[src/rtl/ppaddr_pkg.sv]
package ppaddr_pkg;
  localparam int PP_NUM_CH = 4;

  typedef struct packed {
    logic [PP_NUM_CH-1:0] wrPing;
    logic [PP_NUM_CH-1:0] wrPong;
    logic [PP_NUM_CH-1:0] rdPing;
    logic [PP_NUM_CH-1:0] rdPong;
    logic [PP_NUM_CH-1:0] load;
  } ppStrobe_t;
endpackage

[src/rtl/ppaddr_ctrl.sv]
// Address decode and per-channel buffer selection state.
module ppaddr_ctrl
  import ppaddr_pkg::*;
#(
  parameter int REG_AW   = 12,
  parameter int BASE_OFF = 'h70,
  parameter int PONG_OFF = 4,
  parameter int STRIDE   = 'h30
) (
  input  logic                 clk,
  input  logic                 rstN,
  input  logic [REG_AW-1:0]    regAddr,
  input  logic                 regWrEn,
  input  logic [PP_NUM_CH-1:0] frameStart,
  input  logic [PP_NUM_CH-1:0] progDiff,
  output ppStrobe_t            strobe,
  output logic [PP_NUM_CH-1:0] selPong
);
  logic [PP_NUM_CH-1:0] started;
  logic [PP_NUM_CH-1:0] pingHit;
  logic [PP_NUM_CH-1:0] pongHit;

  for (genvar c = 0; c < PP_NUM_CH; c++) begin : g_ch
    localparam logic [REG_AW-1:0] PING_A = REG_AW'(BASE_OFF + c * STRIDE);
    localparam logic [REG_AW-1:0] PONG_A = REG_AW'(BASE_OFF + c * STRIDE + PONG_OFF);

    assign pingHit[c] = (regAddr == PING_A);
    assign pongHit[c] = (regAddr == PONG_A);

    // The first frame uses ping. After that the flag flips only while the
    // loaded pair differs; an equal pair forces ping.
    always_ff @(posedge clk) begin
      if (!rstN) begin
        started[c] <= 1'b0;
        selPong[c] <= 1'b0;
      end else if (frameStart[c]) begin
        started[c] <= 1'b1;
        if (!started[c] || !progDiff[c]) selPong[c] <= 1'b0;
        else                             selPong[c] <= ~selPong[c];
      end
    end
  end

  always_comb begin
    strobe.rdPing = pingHit;
    strobe.rdPong = pongHit;
    strobe.wrPing = regWrEn ? pingHit : '0;
    strobe.wrPong = regWrEn ? pongHit : '0;
    strobe.load   = frameStart;
  end
endmodule

[src/rtl/ppaddr_datapath.sv]
// Programming registers, shadow copies, read mux and base address output.
module ppaddr_datapath
  import ppaddr_pkg::*;
#(
  parameter int ADDR_W     = 32,
  parameter int ALIGN_BITS = 5
) (
  input  logic                          clk,
  input  logic                          rstN,
  input  ppStrobe_t                     strobe,
  input  logic [ADDR_W-ALIGN_BITS-1:0]  wrHigh,
  input  logic [PP_NUM_CH-1:0]          selPong,
  output logic [PP_NUM_CH-1:0]          progDiff,
  output logic [ADDR_W-1:0]             rdData,
  output logic [PP_NUM_CH*ADDR_W-1:0]   baseAddr
);
  localparam int HI_W = ADDR_W - ALIGN_BITS;

  logic [HI_W-1:0] progPing [PP_NUM_CH];
  logic [HI_W-1:0] progPong [PP_NUM_CH];
  logic [HI_W-1:0] shPing   [PP_NUM_CH];
  logic [HI_W-1:0] shPong   [PP_NUM_CH];

  for (genvar c = 0; c < PP_NUM_CH; c++) begin : g_ch
    always_ff @(posedge clk) begin
      if (!rstN) begin
        progPing[c] <= '0;
        progPong[c] <= '0;
      end else begin
        if (strobe.wrPing[c]) progPing[c] <= wrHigh;
        if (strobe.wrPong[c]) progPong[c] <= wrHigh;
      end
    end

    // Shadows take the values held before any write in the same cycle.
    always_ff @(posedge clk) begin
      if (!rstN) begin
        shPing[c] <= '0;
        shPong[c] <= '0;
      end else if (strobe.load[c]) begin
        shPing[c] <= progPing[c];
        shPong[c] <= progPong[c];
      end
    end

    assign progDiff[c] = (progPing[c] != progPong[c]);
    assign baseAddr[c*ADDR_W +: ADDR_W] =
      {(selPong[c] ? shPong[c] : shPing[c]), {ALIGN_BITS{1'b0}}};
  end

  always_comb begin
    logic [HI_W-1:0] acc;
    acc = '0;
    for (int c = 0; c < PP_NUM_CH; c++) begin
      if (strobe.rdPing[c]) acc = acc | progPing[c];
      if (strobe.rdPong[c]) acc = acc | progPong[c];
    end
    rdData = {acc, {ALIGN_BITS{1'b0}}};
  end
endmodule

[src/rtl/ppaddr_top.sv]
module ppaddr_top
  import ppaddr_pkg::*;
#(
  parameter int ADDR_W     = 32,
  parameter int ALIGN_BITS = 5,
  parameter int REG_AW     = 12,
  parameter int BASE_OFF   = 'h70,
  parameter int PONG_OFF   = 4,
  parameter int STRIDE     = 'h30
) (
  input  logic                        clk,
  input  logic                        rstN,
  input  logic [REG_AW-1:0]           regAddr,
  input  logic                        regWrEn,
  input  logic [ADDR_W-1:0]           regWrData,
  output logic [ADDR_W-1:0]           regRdData,
  input  logic [PP_NUM_CH-1:0]        frameStart,
  output logic [PP_NUM_CH*ADDR_W-1:0] baseAddr,
  output logic [PP_NUM_CH-1:0]        bufSel
);
  ppStrobe_t            strobe;
  logic [PP_NUM_CH-1:0] progDiff;
  logic [PP_NUM_CH-1:0] selPong;

  ppaddr_ctrl #(
    .REG_AW(REG_AW), .BASE_OFF(BASE_OFF), .PONG_OFF(PONG_OFF), .STRIDE(STRIDE)
  ) ctrl_i (
    .clk(clk), .rstN(rstN), .regAddr(regAddr), .regWrEn(regWrEn),
    .frameStart(frameStart), .progDiff(progDiff), .strobe(strobe),
    .selPong(selPong)
  );

  ppaddr_datapath #(
    .ADDR_W(ADDR_W), .ALIGN_BITS(ALIGN_BITS)
  ) dp_i (
    .clk(clk), .rstN(rstN), .strobe(strobe),
    .wrHigh(regWrData[ADDR_W-1:ALIGN_BITS]), .selPong(selPong),
    .progDiff(progDiff), .rdData(regRdData), .baseAddr(baseAddr)
  );

  assign bufSel = selPong;
endmodule

[config.mk]
export PLATFORM = sky130hd
export DESIGN_NAME = ppaddr_top
export DESIGN_NICKNAME = d
export VERILOG_FILES = /design/src/rtl/ppaddr_pkg.sv /design/src/rtl/ppaddr_ctrl.sv /design/src/rtl/ppaddr_datapath.sv /design/src/rtl/ppaddr_top.sv
export SDC_FILE = /design/constraint.sdc
export NUM_CORES = 1
export LEC_CHECK = 0
export BUFFER_PORTS_ARGS = -buffer_cell sky130_fd_sc_hd__buf_2
export CAP_MARGIN = 15
export CORE_MARGIN = 10
export CORE_UTILIZATION = 28
export CTS_CLUSTER_DIAMETER = 120
export CTS_CLUSTER_SIZE = 14
export DETAILED_ROUTE_END_ITERATION = 8
export HOLD_SLACK_MARGIN = 0.15
export PLACE_DENSITY = 0.49
export REMOVE_ABC_BUFFERS = 1
export SKIP_LAST_GASP = 1
export SYNTH_ARGS = -nofsm -noshare
export SYNTH_HDL_FRONTEND = slang
export SYNTH_HIERARCHICAL = 1
export SYNTH_SLANG_ARGS = --single-unit
[constraint.sdc]
create_clock -name clk -period 3 [get_ports clk]
set_input_delay 0.15 -clock clk [delete_from_list [all_inputs] [get_ports clk]]
set_output_delay 0.15 -clock clk [all_outputs]
set_load 0.01 [all_outputs]
==> run metrics, run 1 <==
Worst setup EP type=output port; Area Overhead vs Synth=16.1%; HPWL after DPL=44100 um; CTS Buf Count=37; first-pass GRT wire length=96700 um; 1st-iter DRT viols=1225; NumNets Final=1693; Leak Pwr=0.00999 uW; synthesized cell area=20500 um^2; Yosys reg bits=440; Seq. cell area=13100 um^2; Worst Path Arrival=2.27 ns; Worst Hold Class=primary input to flop; Crit Path Class=primary input to output port; Hold Vio Cnt, Final=0; Final Max Tran Viols=0; Die W=290 um; Setup WS pre-CTS=0.588 ns; Max-Cap Viols=0; VDD IR max=0.314 mV; clock sink count=440; IO Count=215; unrepaired setup endpoints after global routing=false; Remaining DRCs=0; Max Fclk=413 MHz; library cells used by synthesis=28; hold-critical path depth=3; clock insertion delay at the later pin of the skew report=0.57 ns; CTS clock-pin slew for the worst setup and hold paths=0.06 ns; startpoint types=primary input; final setup vio count=0; Die ar.=84400 um^2; post-synth top area share=63.3%; DR vias/cell=5.04; leading area contributor after synthesis=edfxtp_1; CP max FO=27; initial antenna violation count=3; CTS Hold Bufs=27; Avg WL per Cell=25.9 um; Synth area leaders=edfxtp_1 63%, and3_1 13%, mux2_2 5.9%, a22oi_1 4.0%, xnor2_1 2.7%; total number of vias=13200; Mapped Cells=1471; Data required, critical path=2.85 ns; final core utilization=32.7%; port bufs=184; status=finished, final reports clean; Reg2Reg Depth=6; CTS tree=done; Core Area=72700 um^2; actual slew at the worst max-slew pin=0.853 ns; Yosys Warn Count=6; post-layout min period=2.42 ns; pwr dens=546 nW/um^2; Fillers=7177; vias in the first global route=13400; post-CTS setup buffer count=0; fin crit share=80.7%; Clock Skews=0.0270 ns; Antenna Nets Post-Route=0; final worst slack=0.578 ns; Root Driver=clkbuf_16; number of H-tree levels=2; Initial DRT Pass Iterations=5; Post-CTS Resized=0; largest net degree at the start of global routing=114; # rows=99; gr usage total=15.4%; Synth Area per Inst=13.9 um^2; die height=290 um; clock buffer depth=3; final WL=67700 um; Multi-input gate area=6650 um^2; sequential area share after synthesis=64.1%; starting density of the core=28.2%; Overflow after GRT=0; Routability Congestion=0.788; layout cell share with drive strength beyond 1=25.1%; hold_ws=0.218 ns; max-slew headroom at the worst pin=42.6%
critical path, cell delays in order:
cell	delay (ns)
buf_2	0.10
or4b_1	0.75
nor4_2	0.45
buf_12	0.29
a22oi_1	0.11
nand4_1	0.22
buf_2	0.19
layout by cell type, fill, tap and decap left out, types with 2 or more instances in the layout:
cell type / Yosys / routed
nand2b_1: 16 / 12
nor4_1: 21 / 12
dfxtp_1: 8 / 4
nand4b_1: 6 / 6
xor2_1: 44 / 44
a22oi_1: 108 / 108
buf_4: 47 / 40
xnor2_1: 64 / 64
nand4_1: 47 / 47
or4b_1: 2 / 2
dlygate4sd3_1: 0 / 27
nor3_1: 10 / 4
mux2_2: 108 / 108
inv_6: 0 / 3
conb_1: 1 / 25
or4_4: 2 / 2
buf_2: 34 / 183
clkbuf_1: 60 / 13
dfxtp_2: 0 / 4
buf_12: 0 / 14
nor4_2: 1 / 9
a21boi_0: 4 / 4
and3_1: 429 / 429
o21a_1: 4 / 4
nor3_2: 0 / 6
edfxtp_1: 432 / 432
nand2b_2: 0 / 4
diode_2: 0 / 3
and3_2: 3 / 3
clkbuf_16: 0 / 37
where the power goes:
| part | internal (uW) | total, uW | switching [uW] |
|---|---|---|---|
| registers | 7130 | 7340 | 217 |
| clock network | 2270 | 4450 | 2190 |
| logic | 444 | 1180 | 733 |
state kept, by name, summed over array words and instances (netlist names):
name            cells
dp_i/progPing     108
dp_i/shPing       108
ctrl_i/selPong      4
dp_i/progPong     108
dp_i/shPong       108
ctrl_i/started      4
path summary, 6_finish.rpt:
kind	start	endpoint	slack, ns
max	regAddr[1]	regRdData[29]	0.58
min	frameStart[1]	dp_i/shPing[1][7]	0.22
max reg2reg	dp_i/progPing[1][14]	ctrl_i/selPong[1]	0.76
min reg2reg	ctrl_i/started[0]	ctrl_i/started[0]	0.47
area by class of cell:
| cell class | count | share of cell area (%) |
|---|---|---|
| well taps | 959 | 5.05 |
| repair buffers | 265 | 7.49 |
| flip-flops and latches | 440 | 55.2 |
| diodes | 3 | 0.0316 |
| clock inverters | 3 | 0.110 |
| inverters | 1 | 0.0158 |
| multi-input cells | 897 | 28.0 |
| clock buffers | 50 | 4.10 |
logic make-up after synthesis:
kind of cell / Yosys count / synth area share [%]
other cells: 1 / 0.0183
buf+inv: 158 / 4.40
compound gates: 116 / 4.25
flops: 440 / 64.1
xor+xnor: 108 / 4.62
simple gates: 540 / 16.7
mux: 108 / 5.94
synth_stat cells:
cell type,instances
nor4_2,1
clkbuf_2,5
buf_4,47
or4b_2,1
or4b_1,2
nand4_1,47
nand4b_1,6
mux2_2,108
buf_2,34
a22oi_1,108
or4_4,2
and3_2,3
and3_1,429
xnor2_1,64
xor2_1,44
conb_1,1
clkbuf_1,60
or3_1,1
o21a_1,4
edfxtp_1,432
nor4_1,21
nand2b_1,16
nor3_1,10
nand4bb_1,1
buf_6,11
inv_1,1
a21boi_0,4
dfxtp_1,8
per-stage QoR:
| stage | area [um^2] | setup TNS, ns | instances | power, uW |
|---|---|---|---|---|
| final | 23800 | 0 | 2618 | 13000 |
| after global routing | 23800 | 0 | 2616 | 13400 |
| after CTS | 23800 | 0 | 2615 | 13100 |
| after detailed placement | 22500 | 0 | 2535 | 8650 |
| after global placement | 22500 | 0 | 2535 | 8630 |
| after floorplan | 19700 | -85.25 | 1338 | 7940 |
layer usage:
layer | global-route usage (%) | share of wire (%) | vias to the layer above
li1 | - | - | 5981
met1 | 21.1 | 45 | 6717
met2 | 25.1 | 47 | 437
met3 | 2.61 | 6.0 | 70
met4 | 3.16 | 1.6 | 0
met5 | 0 | 0 | -
Note: power is estimated with default switching activity, not from simulation.
==> inputs of run 2 (changes only) <==
Settings changed: PLACE_DENSITY 0.49 to 0.5.
Clock period 3 ns to 2.05 ns, I/O delays scaled along.
==> run 2 against run 1 <==
  * The run now ends with negative setup slack left
  * Critical path depth increased by 2
  * Critical path type unchanged
  * Clock-buffer cell count is 15 higher
  * Non-clock buffer count grew 94
  * Combinational power rose by 60%
  * Hold slack better by 0.0076 ns
  * Sequential share of layout area shrank 3.2 points
==> run metrics, run 2 (synthesized netlist as in run 1, its figures left out) <==
status=complete, but fails checks; failing checks=negative setup slack; clock insertion delay at the later pin of the skew report=0.57 ns; Int Pwr=14700 uW; gr usage total=16.3%; pwr dens=771 nW/um^2; startpoint types=primary input; total number of vias=14100; CTS clock-pin slew for the worst setup and hold paths=0.07 ns; post-layout min period=2.09 ns; unrepaired setup endpoints after global routing=true; actual slew at the worst max-slew pin=0.680 ns; Leak Pwr=0.0108 uW; Clock Skews=0.0187 ns; Avg WL per Cell=27.4 um; number of H-tree levels=2; Hold Vio Cnt, Final=0; Worst Hold Class=primary input to flop; Die ar.=84400 um^2; Area Overhead vs Synth=23.1%; Clock Power Share=35.1%; port bufs=184; Seq. cell area=13100 um^2; Crit Path Class=primary input to output port; fin cells=2724; post-route cell area=25200 um^2; fin crit share=102%; Initial DRT Pass Iterations=5; NumNets Final=1787; Multi-input gate area=6820 um^2; final WL=74700 um; 1st-iter DRT viols=1307; die height=290 um; Die W=290 um; most common cell after layout, fill and taps aside=edfxtp_1; Worst setup EP type=output port; VDD IR max=0.567 mV; net switching power=4720 uW; Routability Congestion=0.823; Placed Area=23000 um^2; crit path from=regAddr[1]; HPWL after DPL=48300 um; FF-to-FF Start=dp_i/progPing[1][14]; IO Count=215; Remaining DRCs=0; most frequent cells in the layout=432 x edfxtp_1, 429 x and3_1, 179 x buf_2; final worst slack=-0.0419 ns; Inst Count DP=2587; Antenna Nets Post-Route=0; sequential share of power=55.2%; vias in the first global route=14400; Final Max Tran Viols=0; CP max FO=7; Core Area=72700 um^2; Switching Fraction=24.3%; final setup vio count=6; CTS tree=done; max-slew headroom at the worst pin=54.2%; Fillers=7054; clock buffer depth=3; Max Fclk=478 MHz; largest net degree at the start of global routing=76; Data required, critical path=1.95 ns; # rows=99; Logic pwr share=9.7%; first-pass GRT wire length=102000 um; CTS Buf Count=37; DR vias/cell=5.17; Root Driver=clkbuf_16; starting density of the core=28.2%; layout cell share with drive strength beyond 1=29.9%; initial antenna violation count=2; Overflow after GRT=0; clock sink count=440; Worst Path Arrival=1.99 ns; Max-Cap Viols=0; Hold Path Origin=frameStart[2]
==> run 2: metrics by stage <==
stage	hold WS, ns	setup slack, ns	util (%)	total power (uW)	TNS [ns]
2_1_floorplan	0.213	-1.38	-	11600	-392.75
3_3_place_gp	0.447	-0.0834	31.7	12700	-4.11
3_5_place_dp	0.458	-0.0937	31.7	12800	-4.54
4_1_cts	0.181	-0.0251	33.8	19600	-0.115
5_1_grt	0.210	-0.0598	34.7	20100	-0.935
6_report	0.226	-0.0419	34.7	19500	-0.0687
==> run 2: timing repair <==
action / CTS / global route
endpoints found under the hold margin: 236 / 0
pin swaps: 6 / 33
setup endpoints to repair: 15 / 31
hold buffers: 31 / 0
resized for setup: 8 / 58
buffers inserted: 5 / 18
gates cloned: 3 / 13
==> run 2: layer usage <==
metal  track usage, %  wire length (um)  vias to the layer above
met2             27.1             35800                      553
met1             21.5             31700                     7204
li1                 -                 -                     6193
met5                0                 0                        -
met4             4.67              2240                        0
met3             2.64              4870                      121
==> run 2: final timing paths <==
| check | endpoint | slack, ns | cells past startpoint |
|---|---|---|---|
| worst min register to register | ctrl_i/started[3] | 0.47 | 1 |
| worst max register to register | ctrl_i/selPong[1] | 0.05 | 7 |
| worst max-delay path | regRdData[29] | -0.04 | 9 |
| worst min-delay path | dp_i/shPing[2][12] | 0.23 | 2 |
==> run 2: power by group through the flow <==
stage               sequential (uW)  clock, uW  combinational [uW]
CTS                           10700       6960                1900
floorplan                     10900          0                 762
global route                  10800       7280                2030
detailed placement            10900          0                1830
global placement              10900          0                1810
finish                        10700       6830                1890
==> run 2: area by class of cell <==
class / instances / share of cell area [%]
multi-input cells: 897 / 27.1
inverters: 1 / 0.0149
clock buffers: 65 / 4.26
diodes: 1 / 0.00992
well taps: 959 / 4.76
repair buffers: 359 / 11.8
clock inverters: 2 / 0.0695
flip-flops and latches: 440 / 52.1
==> run 2: worst max-delay path: stages <==
cell       delay [ns]
buf_6            0.09
or4_4            0.56
buf_8            0.17
nor3_4           0.21
buf_12           0.17
clkbuf_16        0.17
a22oi_2          0.08
nand4_1          0.22
buf_2            0.19
